$ cat src/rtl/ocmp_pkg.sv
package ocmp_pkg;
  typedef enum logic [2:0] {
    OM_OFF  = 3'd0,
    OM_SET  = 3'd1,
    OM_CLR  = 3'd2,
    OM_TGL  = 3'd3,
    OM_ONE  = 3'd4,
    OM_RPT  = 3'd5,
    OM_PWM  = 3'd6,
    OM_PWMF = 3'd7
  } oc_mode_e;

  localparam int NUM_REF  = 3;
  localparam int REF_PRI  = 0;
  localparam int REF_SEC  = 1;
  localparam int REF_DUTY = 2;
endpackage

$ cat src/rtl/ocmp_regs.sv
module ocmp_regs
  import ocmp_pkg::*;
#(
  parameter int CNT_W = 16
) (
  input  logic             clk,
  input  logic             rst_n,
  input  logic             ctl_wr,
  input  logic [2:0]       ctl_mode,
  input  logic             ctl_tsel,
  input  logic             ctl_idle_stop,
  input  logic             pri_wr,
  input  logic [CNT_W-1:0] pri_wdata,
  input  logic             sec_wr,
  input  logic [CNT_W-1:0] sec_wdata,
  output oc_mode_e         mode_q,
  output logic             tsel_q,
  output logic             idle_stop_q,
  output logic [CNT_W-1:0] pri_q,
  output logic [CNT_W-1:0] sec_q
);
  always_ff @(posedge clk or negedge rst_n) begin
    if (!rst_n) begin
      mode_q      <= OM_OFF;
      tsel_q      <= 1'b0;
      idle_stop_q <= 1'b0;
    end else if (ctl_wr) begin
      mode_q      <= oc_mode_e'(ctl_mode);
      tsel_q      <= ctl_tsel;
      idle_stop_q <= ctl_idle_stop;
    end
  end

  always_ff @(posedge clk or negedge rst_n) begin
    if (!rst_n) begin
      pri_q <= '0;
    end else if (pri_wr) begin
      pri_q <= pri_wdata;
    end
  end

  always_ff @(posedge clk or negedge rst_n) begin
    if (!rst_n) begin
      sec_q <= '0;
    end else if (sec_wr) begin
      sec_q <= sec_wdata;
    end
  end
endmodule

$ cat src/rtl/ocmp_match.sv
module ocmp_match
  import ocmp_pkg::*;
#(
  parameter int CNT_W = 16
) (
  input  logic                            clk,
  input  logic                            rst_n,
  input  logic                            tsel,
  input  logic [CNT_W-1:0]                cnt0,
  input  logic                            wrap0,
  input  logic [CNT_W-1:0]                cnt1,
  input  logic                            wrap1,
  input  logic [NUM_REF-1:0][CNT_W-1:0]   refs,
  output logic [NUM_REF-1:0]              ev,
  output logic                            roll
);
  logic [CNT_W-1:0]   cnt_sel;
  logic [NUM_REF-1:0] eq_now;
  logic [NUM_REF-1:0] eq_prev_q;
  logic [NUM_REF-1:0] eq_prev_d;

  always_comb begin
    cnt_sel = tsel ? cnt1 : cnt0;
    roll    = tsel ? wrap1 : wrap0;
  end

  for (genvar g = 0; g < NUM_REF; g++) begin : g_cmp
    assign eq_now[g]    = (cnt_sel == refs[g]);
    assign ev[g]        = eq_now[g] & ~eq_prev_q[g];
    assign eq_prev_d[g] = eq_now[g];
  end

  always_ff @(posedge clk or negedge rst_n) begin
    if (!rst_n) begin
      eq_prev_q <= '0;
    end else begin
      eq_prev_q <= eq_prev_d;
    end
  end
endmodule

$ cat src/rtl/ocmp_engine.sv
module ocmp_engine
  import ocmp_pkg::*;
#(
  parameter int CNT_W = 16
) (
  input  logic             clk,
  input  logic             rst_n,
  input  oc_mode_e         mode,
  input  logic             run,
  input  logic             init,
  input  oc_mode_e         init_mode,
  input  logic             ev_pri,
  input  logic             ev_sec,
  input  logic             ev_duty,
  input  logic             roll,
  input  logic             fault,
  input  logic [CNT_W-1:0] sec_val,
  output logic             pin_q,
  output logic             flag_q,
  output logic [CNT_W-1:0] duty_q
);
  logic             pin_d;
  logic             flag_d;
  logic             armed_q;
  logic             armed_d;
  logic [CNT_W-1:0] duty_d;

  always_comb begin
    pin_d   = pin_q;
    flag_d  = flag_q;
    armed_d = armed_q;
    duty_d  = duty_q;
    if (init) begin
      pin_d   = (init_mode == OM_CLR);
      flag_d  = 1'b0;
      armed_d = 1'b1;
    end else if (mode == OM_PWMF && (fault || flag_q)) begin
      pin_d  = 1'b0;
      flag_d = 1'b1;
    end else if (run) begin
      unique case (mode)
        OM_OFF: pin_d = 1'b0;
        OM_SET: if (ev_pri) pin_d = 1'b1;
        OM_CLR: if (ev_pri) pin_d = 1'b0;
        OM_TGL: if (ev_pri) pin_d = ~pin_q;
        OM_ONE, OM_RPT: begin
          if (pin_q && ev_sec) begin
            pin_d = 1'b0;
            if (mode == OM_ONE) armed_d = 1'b0;
          end else if (!pin_q && ev_pri && armed_q) begin
            pin_d = 1'b1;
          end
        end
        OM_PWM, OM_PWMF: begin
          if (roll) begin
            duty_d = sec_val;
            pin_d  = (sec_val != '0);
          end else if (ev_duty) begin
            pin_d = 1'b0;
          end
        end
        default: pin_d = 1'b0;
      endcase
    end
  end

  always_ff @(posedge clk or negedge rst_n) begin
    if (!rst_n) begin
      pin_q   <= 1'b0;
      flag_q  <= 1'b0;
      armed_q <= 1'b0;
      duty_q  <= '0;
    end else begin
      pin_q   <= pin_d;
      flag_q  <= flag_d;
      armed_q <= armed_d;
      duty_q  <= duty_d;
    end
  end
endmodule

$ cat src/rtl/ocmp_channel.sv
module ocmp_channel
  import ocmp_pkg::*;
#(
  parameter int CNT_W = 16
) (
  input  logic             clk,
  input  logic             rst_n,
  input  logic             ctl_wr,
  input  logic [2:0]       ctl_mode,
  input  logic             ctl_tsel,
  input  logic             ctl_idle_stop,
  input  logic             pri_wr,
  input  logic [CNT_W-1:0] pri_wdata,
  input  logic             sec_wr,
  input  logic [CNT_W-1:0] sec_wdata,
  input  logic [CNT_W-1:0] tmr0_cnt,
  input  logic             tmr0_wrap,
  input  logic [CNT_W-1:0] tmr1_cnt,
  input  logic             tmr1_wrap,
  input  logic             idle,
  input  logic             fault,
  output logic             oc_out,
  output logic             fault_flag
);
  logic [1:0]                     rst_sync_q;
  logic                           rst_int_n;
  oc_mode_e                       mode_q;
  logic                           tsel_q;
  logic                           idle_stop_q;
  logic [CNT_W-1:0]               pri_q;
  logic [CNT_W-1:0]               sec_q;
  logic [CNT_W-1:0]               duty_q;
  logic [NUM_REF-1:0][CNT_W-1:0]  refs;
  logic [NUM_REF-1:0]             ev;
  logic                           roll;
  logic                           run;

  always_ff @(posedge clk or negedge rst_n) begin
    if (!rst_n) begin
      rst_sync_q <= 2'b00;
    end else begin
      rst_sync_q <= {rst_sync_q[0], 1'b1};
    end
  end
  assign rst_int_n = rst_sync_q[1];

  ocmp_regs #(.CNT_W(CNT_W)) u_regs (
    .clk(clk), .rst_n(rst_int_n),
    .ctl_wr(ctl_wr), .ctl_mode(ctl_mode), .ctl_tsel(ctl_tsel),
    .ctl_idle_stop(ctl_idle_stop),
    .pri_wr(pri_wr), .pri_wdata(pri_wdata),
    .sec_wr(sec_wr), .sec_wdata(sec_wdata),
    .mode_q(mode_q), .tsel_q(tsel_q), .idle_stop_q(idle_stop_q),
    .pri_q(pri_q), .sec_q(sec_q)
  );

  always_comb begin
    refs[REF_PRI]  = pri_q;
    refs[REF_SEC]  = sec_q;
    refs[REF_DUTY] = duty_q;
    run            = ~(idle_stop_q & idle);
  end

  ocmp_match #(.CNT_W(CNT_W)) u_match (
    .clk(clk), .rst_n(rst_int_n), .tsel(tsel_q),
    .cnt0(tmr0_cnt), .wrap0(tmr0_wrap), .cnt1(tmr1_cnt), .wrap1(tmr1_wrap),
    .refs(refs), .ev(ev), .roll(roll)
  );

  ocmp_engine #(.CNT_W(CNT_W)) u_engine (
    .clk(clk), .rst_n(rst_int_n), .mode(mode_q), .run(run),
    .init(ctl_wr), .init_mode(oc_mode_e'(ctl_mode)),
    .ev_pri(ev[REF_PRI]), .ev_sec(ev[REF_SEC]), .ev_duty(ev[REF_DUTY]),
    .roll(roll), .fault(fault), .sec_val(sec_q),
    .pin_q(oc_out), .flag_q(fault_flag), .duty_q(duty_q)
  );
endmodule

$ cat config.mk
export PLATFORM = sky130hd
export DESIGN_NAME = ocmp_channel
export DESIGN_NICKNAME = d
export VERILOG_FILES = /design/src/rtl/ocmp_pkg.sv /design/src/rtl/ocmp_regs.sv /design/src/rtl/ocmp_match.sv /design/src/rtl/ocmp_engine.sv /design/src/rtl/ocmp_channel.sv
export SDC_FILE = /design/constraint.sdc
export NUM_CORES = 1
export LEC_CHECK = 0
export ABC_AREA = 1
export BUFFER_PORTS_ARGS = -buffer_cell sky130_fd_sc_hd__buf_2
export CAP_MARGIN = 15
export CELL_PAD_IN_SITES_DETAIL_PLACEMENT = 2
export CELL_PAD_IN_SITES_GLOBAL_PLACEMENT = 2
export CORE_AREA = 2 2 110 112
export DETAILED_ROUTE_END_ITERATION = 10
export DIE_AREA = 0 0 112 114
export PLACE_DENSITY = 0.82
export SYNTH_ARGS = -nofsm -noshare
export SYNTH_HDL_FRONTEND = slang
export SYNTH_SLANG_ARGS = --single-unit
$ cat constraint.sdc
create_clock -name clk -period 3.8 [get_ports clk]
set_input_delay 0.76 -clock clk [delete_from_list [all_inputs] [get_ports clk]]
set_output_delay 0.76 -clock clk [all_outputs]
set_load 0.05 [all_outputs]
After elaboration in Yosys (flattened, before gate mapping)
Cells that the tools add are included.
- word-level logic and storage cells: 79
- flip-flop bits (word level): 61
- output and inout bits: 2
- input bits: 78
- bitwise logic cells: 11
- reduce and logical (&&, ||, !) cells: 17
- equality and inequality tests: 19
- multiplexer cells: 21
- operator list (kind ; count):
    16-bit equality test ; 3
    1-bit 2-to-1 mux ; 19
    16-bit 2-to-1 mux ; 1
    16-bit nonzero test ; 1
    3-bit equality test, second input constant ; 4
    4-bit by 2-bit inequality test with 1-bit output, second input constant ; 3
    5-bit AND reduction ; 2
    3-bit by 2-bit equality test with 1-bit output, second input constant ; 3
    2-bit nonzero test ; 4
    1-bit NOT ; 7
    1-bit case mux with 6 select lines ; 1
    6-bit AND reduction ; 1
    5-bit by 2-bit inequality test with 1-bit output, second input constant ; 1
    5-bit by 3-bit inequality test with 1-bit output, second input constant ; 1
    1-bit AND ; 4
    1-bit logical AND ; 4
    2-bit inequality test, second input constant ; 2
    2-bit OR reduction ; 2
    3-bit by 1-bit equality test with 1-bit output, second input constant ; 1
    3-bit logical NOT ; 1
    3-bit by 2-bit inequality test with 1-bit output, second input constant ; 1
    1-bit logical NOT ; 1
    1-bit logical OR ; 1

Depth between registers and ports, before layout
Gate-level depths: netlist of the first run.
- depth after elaboration: 11
- depth in mapped cells: 16
- depth with buffers taken out: 16

Modules after synthesis
A second synthesis of the first run with hierarchy kept.
- cell total of the unflattened synthesis: 609
- area, all modules: 3888.7 µm²
- by module, submodules not included (module ; sequential area each (µm²) ; instances ; cells an instance ; area each (µm²)):
    ocmp_regs ; 925.9 ; 1 ; 157 ; 1447.6
    ocmp_match ; 75.1 ; 1 ; 318 ; 1362.6
    ocmp_engine ; 475.5 ; 1 ; 130 ; 1021.0
    ocmp_channel ; 50.0 ; 1 ; 4 ; 57.6

Worst setup path after synthesis of the first run
No wires, ideal clock.
- path type: input to register
- from: in tmr1_cnt[13]
- to: reg u_engine.pin_q
- path buffers: 0
- required time: 3.682 ns
- arrival: 1.741 ns
- stages: 14
- path slack: 1.941 ns
- setup time: 0.118 ns
- cell sequence: nand2_1 -> nand2_1 -> nand2_1 -> nand2_1 -> a21oi_1 -> nand2_1 -> nor2_2 -> nand3_2 -> nand2_1 -> inv_1 -> nor2_2 -> nand2_1 -> nand2_1 -> nand2_1
- longest elaborated chain between the ends: 9
- elaborated cells between the ends (all ways): 21
- classes of those cells: eq/ne (8); mux (6); bitwise (3); reduce/logical (4)
- ends and longest elaborated chain (item ; RTL line ; RTL):
    start, declared ; ocmp_channel.sv:18 ; input logic [CNT_W-1:0] tmr1_cnt,
    16-bit 2-to-1 mux * ; ocmp_match.sv:23 ; cnt_sel = tsel ? cnt1 : cnt0;
    16-bit equality test ; ocmp_match.sv:28 ; assign eq_now[g] = (cnt_sel == refs[g]);
    1-bit AND ; ocmp_match.sv:29 ; assign ev[g] = eq_now[g] & ~eq_prev_q[g];
    1-bit logical AND ; ocmp_engine.sv:47 ; if (pin_q && ev_sec) begin
    1-bit 2-to-1 mux ; ocmp_engine.sv:47 ;
    1-bit case mux with 6 select lines ; ocmp_engine.sv:41 ; unique case (mode)
    1-bit 2-to-1 mux ; ocmp_engine.sv:40 ; end else if (run) begin
    1-bit 2-to-1 mux ; ocmp_engine.sv:37 ; end else if (mode == OM_PWMF && (fault || flag_q)) begin
    1-bit 2-to-1 mux ; ocmp_engine.sv:33 ; if (init) begin
    end signal, assigned ; ocmp_engine.sv:74 ; pin_q <= pin_d;
    end, declared ; ocmp_engine.sv:18 ; output logic pin_q,
Mark *: on every way between the ends. The rest lies on a longest branch, timed or not. The select of a mux whose other input is x is not followed.
A chain may end at the register's enable or synchronous reset.

Worst setup path after layout of the first run
- from: reg u_regs.tsel_q
- to: reg u_engine.pin_q
- longest elaborated chain between the ends: 9
- elaborated cells between the ends (all ways): 23
- classes of those cells: eq/ne (8); mux (8); bitwise (3); reduce/logical (4)
- ends and longest elaborated chain (item ; RTL line ; RTL):
    start, declared ; ocmp_regs.sv:17 ; output logic tsel_q,
    start signal, assigned ; ocmp_regs.sv:29 ; tsel_q <= ctl_tsel;
    16-bit 2-to-1 mux ; ocmp_match.sv:23 ;
    16-bit equality test ; ocmp_match.sv:28 ;
    1-bit AND ; ocmp_match.sv:29 ;
    1-bit logical AND ; ocmp_engine.sv:47 ;
    1-bit 2-to-1 mux ; ocmp_engine.sv:47 ;
    1-bit case mux with 6 select lines ; ocmp_engine.sv:41 ;
    1-bit 2-to-1 mux ; ocmp_engine.sv:40 ;
    1-bit 2-to-1 mux ; ocmp_engine.sv:37 ;
    1-bit 2-to-1 mux ; ocmp_engine.sv:33 ;
Several ways; a longest one is shown, not always the timed one. The select of a mux whose other input is x is not followed.

==> flow_metrics.env, run 1 <==
export IMPL_status="complete, no violations"
export IMPL_p_total_mw=2.19
export IMPL_placed_cell_area_mm2=0.00413
export IMPL_io_buffers=79
export IMPL_synth_seq_cells=61
export IMPL_rr_endpoint="u_engine.pin_q$_DFFE_PN0P_"
export IMPL_worstPathArrival_ns=2.60
export IMPL_crit_fanout=19
export IMPL_end_kind="flip-flop"
export IMPL_reg2reg_from="u_regs.tsel_q$_DFFE_PN0P_"
export IMPL_synth_area_mm2=0.00362
export IMPL_drv_cap=0
export IMPL_drtIter0Drc=125
export IMPL_netlist_instances=539
export IMPL_power_density_mw_per_mm2=491
export IMPL_p_leak_nw=2.47
export IMPL_rows=40
export IMPL_ant_nets=0
export IMPL_clock_skew_ns=0.00793
export IMPL_chipHeight_um=114
export IMPL_dr_pass1_iters=4
export IMPL_cp_start_kind="flip-flop"
export IMPL_rsz0062_at_grt="false"
export IMPL_clock_fmax_ghz=0.422
export IMPL_clk_latency_ns=0.34
export IMPL_wl_um=12500
export IMPL_cts_setup_buffers=0
export IMPL_initial_core_util_pct=30.9
export IMPL_clockBufferDepth=2
export IMPL_antenna_found_initial=0
export IMPL_grt_pass1_vias=4252
export IMPL_tns_ns=0
export IMPL_drive_above_1_share_pct=19.9
export IMPL_die_area_mm2=0.0128
export IMPL_final_nets=697
export IMPL_tightestPinTransition_ns=0.979
export IMPL_final_hold_viol_count=0
export IMPL_root_buffer="clkbuf_16"
export IMPL_core_mm2=0.0117
export IMPL_relSlewSlack_pct=34.6
export IMPL_required_ns=4.03
export IMPL_slew_violations=0
export IMPL_antenna_diode_count=0
export IMPL_synth_area_per_cell_um2=6.71
export IMPL_via_count=3778
export IMPL_area_growth_pct=23.4
export IMPL_max_vdd_ir_drop_mv=0.190
export IMPL_path_clk_slew_ns=0.06
export IMPL_hold_path_class="flip-flop to async pin"
export IMPL_htreeDepth=3
export IMPL_gr_total_overflow=0
export IMPL_clock_sinks=61
export IMPL_cts_resized=0
export IMPL_viasPerCell=4.90
export IMPL_cts_buffers_inserted=9
export IMPL_r2r_setup_slack_ns=1.43
export IMPL_dp_hpwl_um=9360
export IMPL_stdcell_count=771
export IMPL_boundaryPins=80
export IMPL_reg2reg_depth=14
export IMPL_grtUsageTotal_pct=20.9
export IMPL_grt_pass1_wl_um=21000
export IMPL_wl_per_cell_um=16.3
export IMPL_gp_routability_congestion=0.843
export IMPL_grt_start_max_net_pins=47
export IMPL_cts_tree="done"
export IMPL_syn_num_nets=617
export IMPL_die_x_um=112
export IMPL_period_minus_slack_ns=2.37
export IMPL_synth_cell_types=27
export IMPL_crit_type="flip-flop to flip-flop"
export IMPL_cts_hold_buf=0
export IMPL_yosysSeqAreaShare_pct=42.2
export IMPL_min_period_over_period_pct=62.4
export IMPL_yosysWarnings=0
export IMPL_final_util_pct=38.1
export IMPL_dp_cells=754
export IMPL_drc=0
export IMPL_setup_violations=0
export IMPL_final_cell_area_mm2=0.00447
critical path, stage by stage (launching register included):
cell and delay (ns):
dfrtp_1 0.39, inv_2 0.42, nand2_1 0.15, nand2_1 0.18
nand2_1 0.08, a21oi_1 0.20, nand2_1 0.15, nor2_2 0.14
nand3_2 0.10, nand2_1 0.07, inv_1 0.05, nor2_2 0.15
nand2_1 0.07, nand2_1 0.07, nand2_1 0.05
state kept, by name (all words and copies together), names as in the netlist:
name	cells
u_engine.pin_q	1
u_engine.armed_q	1
u_match.eq_prev_q	3
u_engine.duty_q	16
u_regs.sec_q	16
rst_sync_q	2
u_regs.tsel_q	1
u_regs.pri_q	16
u_regs.mode_q	3
u_regs.idle_stop_q	1
u_engine.flag_q	1
cells by family (layout without fill, tap and decap cells):
kind of cell           count (synthesis)  count (layout)  synth area share (%)
AND/OR/NAND/NOR                      336             336                  39.6
XOR/XNOR                               1               1                 0.242
other                                  1               1                 0.104
buffers and inverters                 81             166                  9.27
multiplexers                           2               2                 0.588
AO/OA/AOI/OAI                         57              57                  8.06
flip-flops                            61              61                  42.2
Yosys cell counts:
cell type	count	area, um^2
conb_1	1	3.75
a211oi_1	1	7.51
xor2_1	1	8.76
mux2_2	1	11.3
o21a_1	1	7.51
inv_2	1	3.75
dfrtp_1	61	1530
nand3_1	46	230
inv_1	67	251
buf_12	1	20.0
mux2i_1	1	10.0
nand3b_1	2	15.0
buf_1	1	3.75
nor2_2	3	18.8
nor2_1	38	143
a31oi_1	1	6.26
clkbuf_1	9	33.8
nand2_1	216	811
nand3_2	1	10.0
buf_6	2	22.5
nand4_1	2	12.5
nor3_1	3	15.0
a21oi_1	2	10.0
nor4_1	6	37.5
o21ai_0	52	260
nand2_2	15	93.8
nand2_4	4	45.0
through the flow:
stage               hold slack (ns)  setup WS [ns]
floorplan                     0.331           1.94
global placement              0.341           1.55
detailed placement            0.354           1.33
CTS                           0.192           1.35
global route                  0.164           1.15
finish                        0.140           1.43
per-layer routing:
metal / GRT usage (%) / vias to the layer above / routed length [um]
met1: 25.2 / 1849 / 5390
li1: - / 1836 / -
met5: 0 / - / 0
met2: 38.2 / 73 / 6430
met4: 6.34 / 0 / 206
met3: 3.83 / 20 / 502
area by class of cell:
cell class	instances	area (um^2)
Timing Repair Buffer	82	430
Sequential cell	61	1530
Tap cell	147	184
Clock inverter	4	45.0
Fill cell	1448	7250
Multi-Input combinational cell	397	1760
Inverter	68	255
Clock buffer	12	267
power by group:
group | internal, mW | leakage, nW | total [mW] | switching [mW]
clock | 0.558 | 0.158 | 0.866 | 0.308
combinational | 0.175 | 1.56 | 0.503 | 0.328
sequential | 0.745 | 0.754 | 0.825 | 0.0799
worst max path at each step:
stage                                 endpoint                 startpoint  slack, ns
6_report            u_engine.pin_q$_DFFE_PN0P_  u_regs.tsel_q$_DFFE_PN0P_       1.43
5_1_grt             u_engine.pin_q$_DFFE_PN0P_  u_regs.tsel_q$_DFFE_PN0P_       1.15
4_1_cts             u_engine.pin_q$_DFFE_PN0P_  u_regs.tsel_q$_DFFE_PN0P_       1.35
3_5_place_dp   u_engine.duty_q[11]$_DFFE_PN0P_                      fault       1.33
3_3_place_gp    u_engine.duty_q[2]$_DFFE_PN0P_                      fault       1.55
2_1_floorplan       u_engine.pin_q$_DFFE_PN0P_               tmr1_cnt[13]       1.94
cell usage in the layout (no fill, tap or decap), types with 4 or more instances in the layout:
cell       instances
buf_2             79
clkbuf_16          9
dfrtp_1           60
inv_1             67
nand2_1          216
nand2_2           15
nand2_4            4
nand3_1           46
nor2_1            38
nor4_1             6
o21ai_0           52
Note: power is estimated with default switching activity, not from simulation.
==> inputs of run 2 (changes only) <==
--- a/config.mk
+++ b/config.mk
@@ -5,15 +5,15 @@
 export SDC_FILE = /design/constraint.sdc
 export NUM_CORES = 1
 export LEC_CHECK = 0
-export ABC_AREA = 1
+export ABC_AREA = 0
 export BUFFER_PORTS_ARGS = -buffer_cell sky130_fd_sc_hd__buf_2
 export CAP_MARGIN = 15
 export CELL_PAD_IN_SITES_DETAIL_PLACEMENT = 2
 export CELL_PAD_IN_SITES_GLOBAL_PLACEMENT = 2
-export CORE_AREA = 2 2 110 112
+export CORE_AREA = 2 2 104 106
 export DETAILED_ROUTE_END_ITERATION = 10
-export DIE_AREA = 0 0 112 114
-export PLACE_DENSITY = 0.82
+export DIE_AREA = 0 0 106 108
+export PLACE_DENSITY = 0.72
 export SYNTH_ARGS = -nofsm -noshare
 export SYNTH_HDL_FRONTEND = slang
 export SYNTH_SLANG_ARGS = --single-unit
==> constraint.sdc (replaced) <==
create_clock -name clk -period 2.15 [get_ports clk]
set_input_delay 0.43 -clock clk [delete_from_list [all_inputs] [get_ports clk]]
set_output_delay 0.43 -clock clk [all_outputs]
set_load 0.05 [all_outputs]
==> run 2 against run 1 <==
Effect of this change: the flow now finishes with violations (setup timing); design area up 0.53%; hold slack better by 0.13 ns; first-iteration DRC count down 51%; largest cell class unchanged; largest power group is now sequential cells.
==> flow_metrics.env, run 2 <==
export IMPL_status="finished with violations"
export IMPL_violations="setup timing"
export IMPL_dp_hpwl_um=6900
export IMPL_chipHeight_um=108
export IMPL_grt_start_max_net_pins=60
export IMPL_cts_tree="done"
export IMPL_drtIter0Drc=61
export IMPL_drc=0
export IMPL_dr_pass1_iters=4
export IMPL_rsz0062_at_grt="true"
export IMPL_via_count=2373
export IMPL_crit_type="flip-flop to flip-flop"
export IMPL_path_clk_slew_ns=0.07
export IMPL_final_common_cell="buf_2"
export IMPL_cp_cell_sequence="buf_12 > mux2i_2 > buf_4 > buf_4 > xor2_1 > nand4_1 > nor4_2 > buf_4 > o21ai_2 > a211oi_2 > mux2i_1"
export IMPL_die_x_um=106
export IMPL_synth_seq_cells=61
export IMPL_synth_top_area_cell="dfrtp_1"
export IMPL_worst_slack_ns=-0.350
export IMPL_max_vdd_ir_drop_mv=0.284
export IMPL_clock_skew_ns=0.00492
export IMPL_slew_violations=0
export IMPL_postSynth_asyncResetShare_pct=100
export IMPL_required_ns=2.42
export IMPL_synthTopCellsByArea="dfrtp_1 47%, mux2_2 18%, xor2_1 12%"
export IMPL_clockBufferDepth=2
export IMPL_final_cell_mix="79 x buf_2, 59 x dfrtp_1, 51 x mux2_2, 34 x xor2_1, 25 x buf_4"
export IMPL_root_buffer="clkbuf_8"
export IMPL_core_mm2=0.0102
export IMPL_cp_start_kind="flip-flop"
export IMPL_wl_um=10200
export IMPL_cts_buffers_inserted=9
export IMPL_yosysWarnings=0
export IMPL_p_leak_nw=2.03
export IMPL_cp_slowest_stage_delay_ns=0.44
export IMPL_p_total_mw=3.76
export IMPL_synth_top_cell_area_share_pct=46.8
export IMPL_clock_fmax_ghz=0.400
export IMPL_initial_core_util_pct=31.9
export IMPL_grt_pass1_vias=2687
export IMPL_antenna_diode_count=0
export IMPL_ant_nets=0
export IMPL_boundaryPins=80
export IMPL_power_density_mw_per_mm2=838
export IMPL_synth_area_mm2=0.00326
export IMPL_io_buffers=79
export IMPL_cp_common_cell="buf_4"
export IMPL_gr_total_overflow=0
export IMPL_cp_slowest_cell="dfrtp_2"
export IMPL_wl_per_cell_um=20.4
export IMPL_synth_area_per_cell_um2=13.4
export IMPL_crit_fanout=7
export IMPL_gp_routability_congestion=0.771
export IMPL_syn_num_nets=322
export IMPL_yosys_cell_count_top_type="dfrtp_1"
export IMPL_setup_violations=3
export IMPL_hold_path_class="flip-flop to async pin"
export IMPL_yosysSeqAreaShare_pct=46.8
export IMPL_area_growth_pct=37.7
export IMPL_die_area_mm2=0.0114
export IMPL_clk_latency_ns=0.34
export IMPL_min_period_over_period_pct=116
export IMPL_synth_main_ff_cell="dfrtp_1"
export IMPL_viasPerCell=4.74
export IMPL_reg2reg_from="u_regs.tsel_q$_DFFE_PN0P_"
export IMPL_rr_endpoint="u_engine.pin_q$_DFFE_PN0P_"
export IMPL_drive_above_1_share_pct=59.2
export IMPL_reg_top3="u_engine.duty_q (16), u_regs.pri_q (16), u_regs.sec_q (16)"
export IMPL_clock_sinks=61
export IMPL_synth_cell_types=37
export IMPL_final_nets=438
export IMPL_drv_cap=0
export IMPL_synth_common_cells="61 x dfrtp_1, 51 x mux2_2, 44 x xor2_1, 12 x nand4_1"
export IMPL_synth_edf_count=0
export IMPL_period_minus_slack_ns=2.50
export IMPL_reg2reg_depth=11
export IMPL_final_hold_viol_count=0
export IMPL_grtUsageTotal_pct=18.3
export IMPL_netlist_instances=244
export IMPL_grt_pass1_wl_um=15400
export IMPL_worstPathArrival_ns=2.77
export IMPL_antenna_found_initial=0
export IMPL_tns_ns=-0.586
export IMPL_htreeDepth=3
export IMPL_end_kind="flip-flop"
export IMPL_r2r_setup_slack_ns=-0.35
export IMPL_rows=37
[run 2: cell types whose count changed in the layout (fill, tap and decap cells not counted), moves of 33 or more]
cell | previous run | this run
nand2_1 | 216 | 9
nand3_1 | 46 | 0
mux2_2 | 1 | 51
inv_1 | 67 | 4
xor2_1 | 1 | 34
nor2_1 | 38 | 4
o21ai_0 | 52 | 1
[run 2: metal layers]
| layer | up-vias | wire length [um] | GRT usage [%] |
|---|---|---|---|
| met2 | 68 | 5350 | 31.3 |
| li1 | 1097 | - | - |
| met4 | 0 | 105 | 5.26 |
| met5 | - | 0 | 0 |
| met1 | 1200 | 4360 | 23.2 |
| met3 | 8 | 397 | 4.34 |
[run 2: cell type report]
class	count	area, um^2
multi-input cells	171	1820
repair buffers	113	722
flip-flops and latches	61	1530
well taps	136	170
clock inverters	5	82.6
clock buffers	11	151
inverters	4	15.0
fillers	1013	5740
[run 2: worst max-delay path by stage]
stage / from / endpoint / slack [ns] / cells past startpoint
after CTS: u_regs.tsel_q$_DFFE_PN0P_ / u_engine.pin_q$_DFFE_PN0P_ / -0.27 / 10
after global routing: u_regs.tsel_q$_DFFE_PN0P_ / u_engine.pin_q$_DFFE_PN0P_ / -0.41 / 11
final: u_regs.tsel_q$_DFFE_PN0P_ / u_engine.pin_q$_DFFE_PN0P_ / -0.35 / 11
after floorplan: u_regs.tsel_q$_DFFE_PN0P_ / u_engine.pin_q$_DFFE_PN0P_ / 0.01 / 9
after global placement: u_regs.tsel_q$_DFFE_PN0P_ / u_engine.pin_q$_DFFE_PN0P_ / -0.22 / 9
after detailed placement: u_regs.tsel_q$_DFFE_PN0P_ / u_engine.pin_q$_DFFE_PN0P_ / -0.33 / 9
[run 2: kinds of logic (layout without fill, tap and decap cells)]
family,count (synthesis),after routing,share of synthesized area (%)
buffers and inverters,12,133,2.11
XOR/XNOR,48,48,13.8
AO/OA/AOI/OAI,15,15,3.49
multiplexers,69,69,26.1
flip-flops,61,61,46.8
AND/OR/NAND/NOR,38,38,7.60
other,1,1,0.115
[run 2: critical path, delay by kind of cell (launching register included)]
family	cells	cell delay [ns]
compound gates	2	0.23
xor+xnor	1	0.19
buf+inv	4	0.66
flops	1	0.44
mux	2	0.45
simple gates	2	0.46
[run 2: through the flow]
step	instances	hold slack (ns)	util [%]	setup slack [ns]	area [um^2]
after global placement	469	0.215	38.7	-0.218	3960
after CTS	495	0.292	42.8	-0.274	4380
final	501	0.266	43.9	-0.350	4490
after floorplan	244	0.134	-	0.0126	3260
after detailed placement	469	0.218	38.7	-0.327	3960
after global routing	501	0.300	43.9	-0.415	4490
[run 2: what timing repair did]
action | in CTS | in global routing
cloned | 1 | 0
buffers inserted | 8 | 8
endpoints found under the hold margin | 2 | 0
setup endpoints to repair | 2 | 19
pin swaps | 10 | 7
hold buffers | 1 | 0
gates resized for setup | 14 | 14
[run 2: power by group]
group          internal (mW)  leakage [nW]  total (mW)  switching [mW]
clock network          0.718         0.120        1.20           0.485
registers               1.35         0.729        1.57           0.216
logic                  0.512          1.18       0.988           0.475
total                   2.58          2.03        3.76            1.18
==> inputs of run 3 (changes only) <==
--- a/config.mk
+++ b/config.mk
@@ -6,14 +6,14 @@
 export NUM_CORES = 1
 export LEC_CHECK = 0
 export ABC_AREA = 0
-export BUFFER_PORTS_ARGS = -buffer_cell sky130_fd_sc_hd__buf_2
 export CAP_MARGIN = 15
 export CELL_PAD_IN_SITES_DETAIL_PLACEMENT = 2
 export CELL_PAD_IN_SITES_GLOBAL_PLACEMENT = 2
-export CORE_AREA = 2 2 104 106
+export CORE_AREA = 2 2 96 98
 export DETAILED_ROUTE_END_ITERATION = 10
-export DIE_AREA = 0 0 106 108
-export PLACE_DENSITY = 0.72
+export DIE_AREA = 0 0 98 100
+export DONT_BUFFER_PORTS = 1
+export PLACE_DENSITY_LB_ADDON = 0.08
 export SYNTH_ARGS = -nofsm -noshare
 export SYNTH_HDL_FRONTEND = slang
 export SYNTH_SLANG_ARGS = --single-unit
==> run 3 against run 2 <==
Effect of this change: the run still ends with setup timing left; clock power fell by 5%; sequential cell count did not move; final cell count fell by 23%; via count fell by 15%; worst setup slack improved by 0.15 ns; combinational power fell by 20%; register-to-register slack improved by 0.15 ns; clock-buffer cell count fell by 1; core utilization fell by 0.39 points; critical path type unchanged.
==> flow_metrics.env, run 3 (same netlist as run 2, synthesis figures left out) <==
export IMPL_boundaryPins=80
export IMPL_status="finished with violations"
export IMPL_required_ns=2.41
export IMPL_rsz0062_at_grt="true"
export IMPL_cp_slowest_cell="dfrtp_2"
export IMPL_antenna_found_initial=0
export IMPL_critical_path_buf_inv_count=1
export IMPL_final_common_cell="dfrtp_1"
export IMPL_grtUsageTotal_pct=18.2
export IMPL_gp_routability_congestion=0.760
export IMPL_setup_violations=1
export IMPL_grt_start_max_net_pins=60
export IMPL_cts_buffers_inserted=9
export IMPL_chipHeight_um=100
export IMPL_root_buffer="clkbuf_8"
export IMPL_dr_pass1_iters=3
export IMPL_antenna_diode_count=0
export IMPL_crit_family="simple AND/OR/NAND/NOR gates"
export IMPL_worst_slack_ns=-0.203
export IMPL_die_area_mm2=0.00980
export IMPL_hold_path_class="input pin to flip-flop"
export IMPL_initial_core_util_pct=36.7
export IMPL_die_x_um=98
export IMPL_clk_latency_ns=0.34
export IMPL_core_mm2=0.00889
export IMPL_cp_slowest_stage_delay_ns=0.43
export IMPL_clock_skew_ns=0.0112
export IMPL_final_cell_mix="59 x dfrtp_1, 51 x mux2_2, 43 x xor2_1, 16 x buf_4, 12 x nand4_1"
export IMPL_clock_sinks=61
export IMPL_dp_hpwl_um=6540
export IMPL_p_leak_nw=1.62
export IMPL_area_growth_pct=18.6
export IMPL_grt_pass1_vias=2335
export IMPL_cts_tree="done"
export IMPL_clockBufferDepth=2
export IMPL_fillers=891
export IMPL_drtIter0Drc=28
export IMPL_holdWs_ns=0.144
export IMPL_multiInputGateArea_mm2=0.00172
export IMPL_final_hold_viol_count=0
export IMPL_via_count=2021
export IMPL_ant_nets=0
export IMPL_htreeDepth=3
export IMPL_clock_fmax_ghz=0.425
export IMPL_min_period_over_period_pct=109
export IMPL_wl_um=8480
export IMPL_grt_pass1_wl_um=13300
export IMPL_max_vdd_ir_drop_mv=0.386
export IMPL_wl_per_cell_um=21.9
export IMPL_slew_violations=0
export IMPL_tns_ns=-0.203
export IMPL_viasPerCell=5.22
export IMPL_worstPathArrival_ns=2.61
export IMPL_crit_fanout=7
export IMPL_path_clk_slew_ns=0.08
export IMPL_final_nets=349
export IMPL_tightestPinTransition_ns=0.793
export IMPL_period_minus_slack_ns=2.35
export IMPL_drc=0
export IMPL_power_density_mw_per_mm2=897
export IMPL_io_buffers=0
export IMPL_crit_type="flip-flop to flip-flop"
export IMPL_relSlewSlack_pct=47.1
export IMPL_drv_cap=0
export IMPL_cp_cell_sequence="buf_12 > mux2i_4 > xor2_1 > nand4_1 > nor4_4 > a221oi_1 > a211oi_2 > mux2i_1"
export IMPL_end_kind="flip-flop"
export IMPL_drive_above_1_share_pct=41.3
export IMPL_reg_top3="u_engine.duty_q (16), u_regs.pri_q (16), u_regs.sec_q (16)"
export IMPL_seqCellArea_mm2=0.00153
export IMPL_rows=35
export IMPL_gr_total_overflow=0
export IMPL_violations="setup timing"
export IMPL_cp_start_kind="flip-flop"
-- run 3: cell count changes in the layout (fill, tap and decap cells not counted), sizes merged --
cell,before,now
buf,112,23
clkbuf,11,10
clkinvlp,0,3
clkinv,3,1
-- run 3: metrics by stage --
step | power, mW | utilization [%] | setup slack, ns | cells | cell area [um^2]
6_report | 3.47 | 43.5 | -0.203 | 387 | 3870
5_1_grt | 3.66 | 43.5 | -0.341 | 387 | 3870
4_1_cts | 3.48 | 42.3 | -0.197 | 382 | 3760
3_5_place_dp | 2.31 | 39.2 | -0.346 | 364 | 3490
3_3_place_gp | 2.28 | 39.2 | -0.300 | 364 | 3490
2_1_floorplan | 2.08 | - | 0.0126 | 244 | 3260
-- run 3: timing repair --
item                                    CTS  global route
hold endpoints to repair                  2             0
pin swaps                                 3             3
endpoints found under the setup margin    2             2
buffers inserted                          1             5
hold buffers                              1             0
gates resized for setup                   8             5
-- run 3: worst paths after layout --
kind | from | endpoint | slack (ns) | depth (start not counted)
hold reg to reg | rst_sync_q[0]$_DFF_PN0_ | rst_sync_q[1]$_DFF_PN0_ | 0.36 | 0
max in group asynchronous | rst_sync_q[1]$_DFF_PN0_ | u_regs.tsel_q$_DFFE_PN0P_ | 1.15 | 1
hold / removal | ctl_wr | u_engine.flag_q$_DFFE_PN0P_ | 0.14 | 1
setup / recovery | u_regs.tsel_q$_DFFE_PN0P_ | u_engine.pin_q$_DFFE_PN0P_ | -0.20 | 8
setup reg to reg | u_regs.tsel_q$_DFFE_PN0P_ | u_engine.pin_q$_DFFE_PN0P_ | -0.20 | 8
min in group asynchronous | rst_n | rst_sync_q[0]$_DFF_PN0_ | 0.31 | 1
-- run 3: power by group --
part,switching (mW),total (mW),internal (mW),leakage [nW]
clock,0.489,1.14,0.651,0.0985
combinational,0.358,0.791,0.433,0.796
sequential,0.185,1.54,1.35,0.729
total,1.03,3.47,2.44,1.62
-- run 3: area by class of cell --
| class | instances | area share (%) |
|---|---|---|
| flip-flops and latches | 61 | 39.5 |
| well taps | 111 | 3.59 |
| clock buffers | 10 | 3.30 |
| clock inverters | 6 | 2.27 |
| repair buffers | 24 | 6.54 |
| multi-input cells | 171 | 44.4 |
| inverters | 4 | 0.388 |
-- run 3: layer usage --
layer	track usage (%)	share of wire, %	wire [um]
met5	0	0	0
met4	7.69	2.6	221
met3	3.90	3.6	305
met2	29.8	50	4230
met1	23.4	44	3730
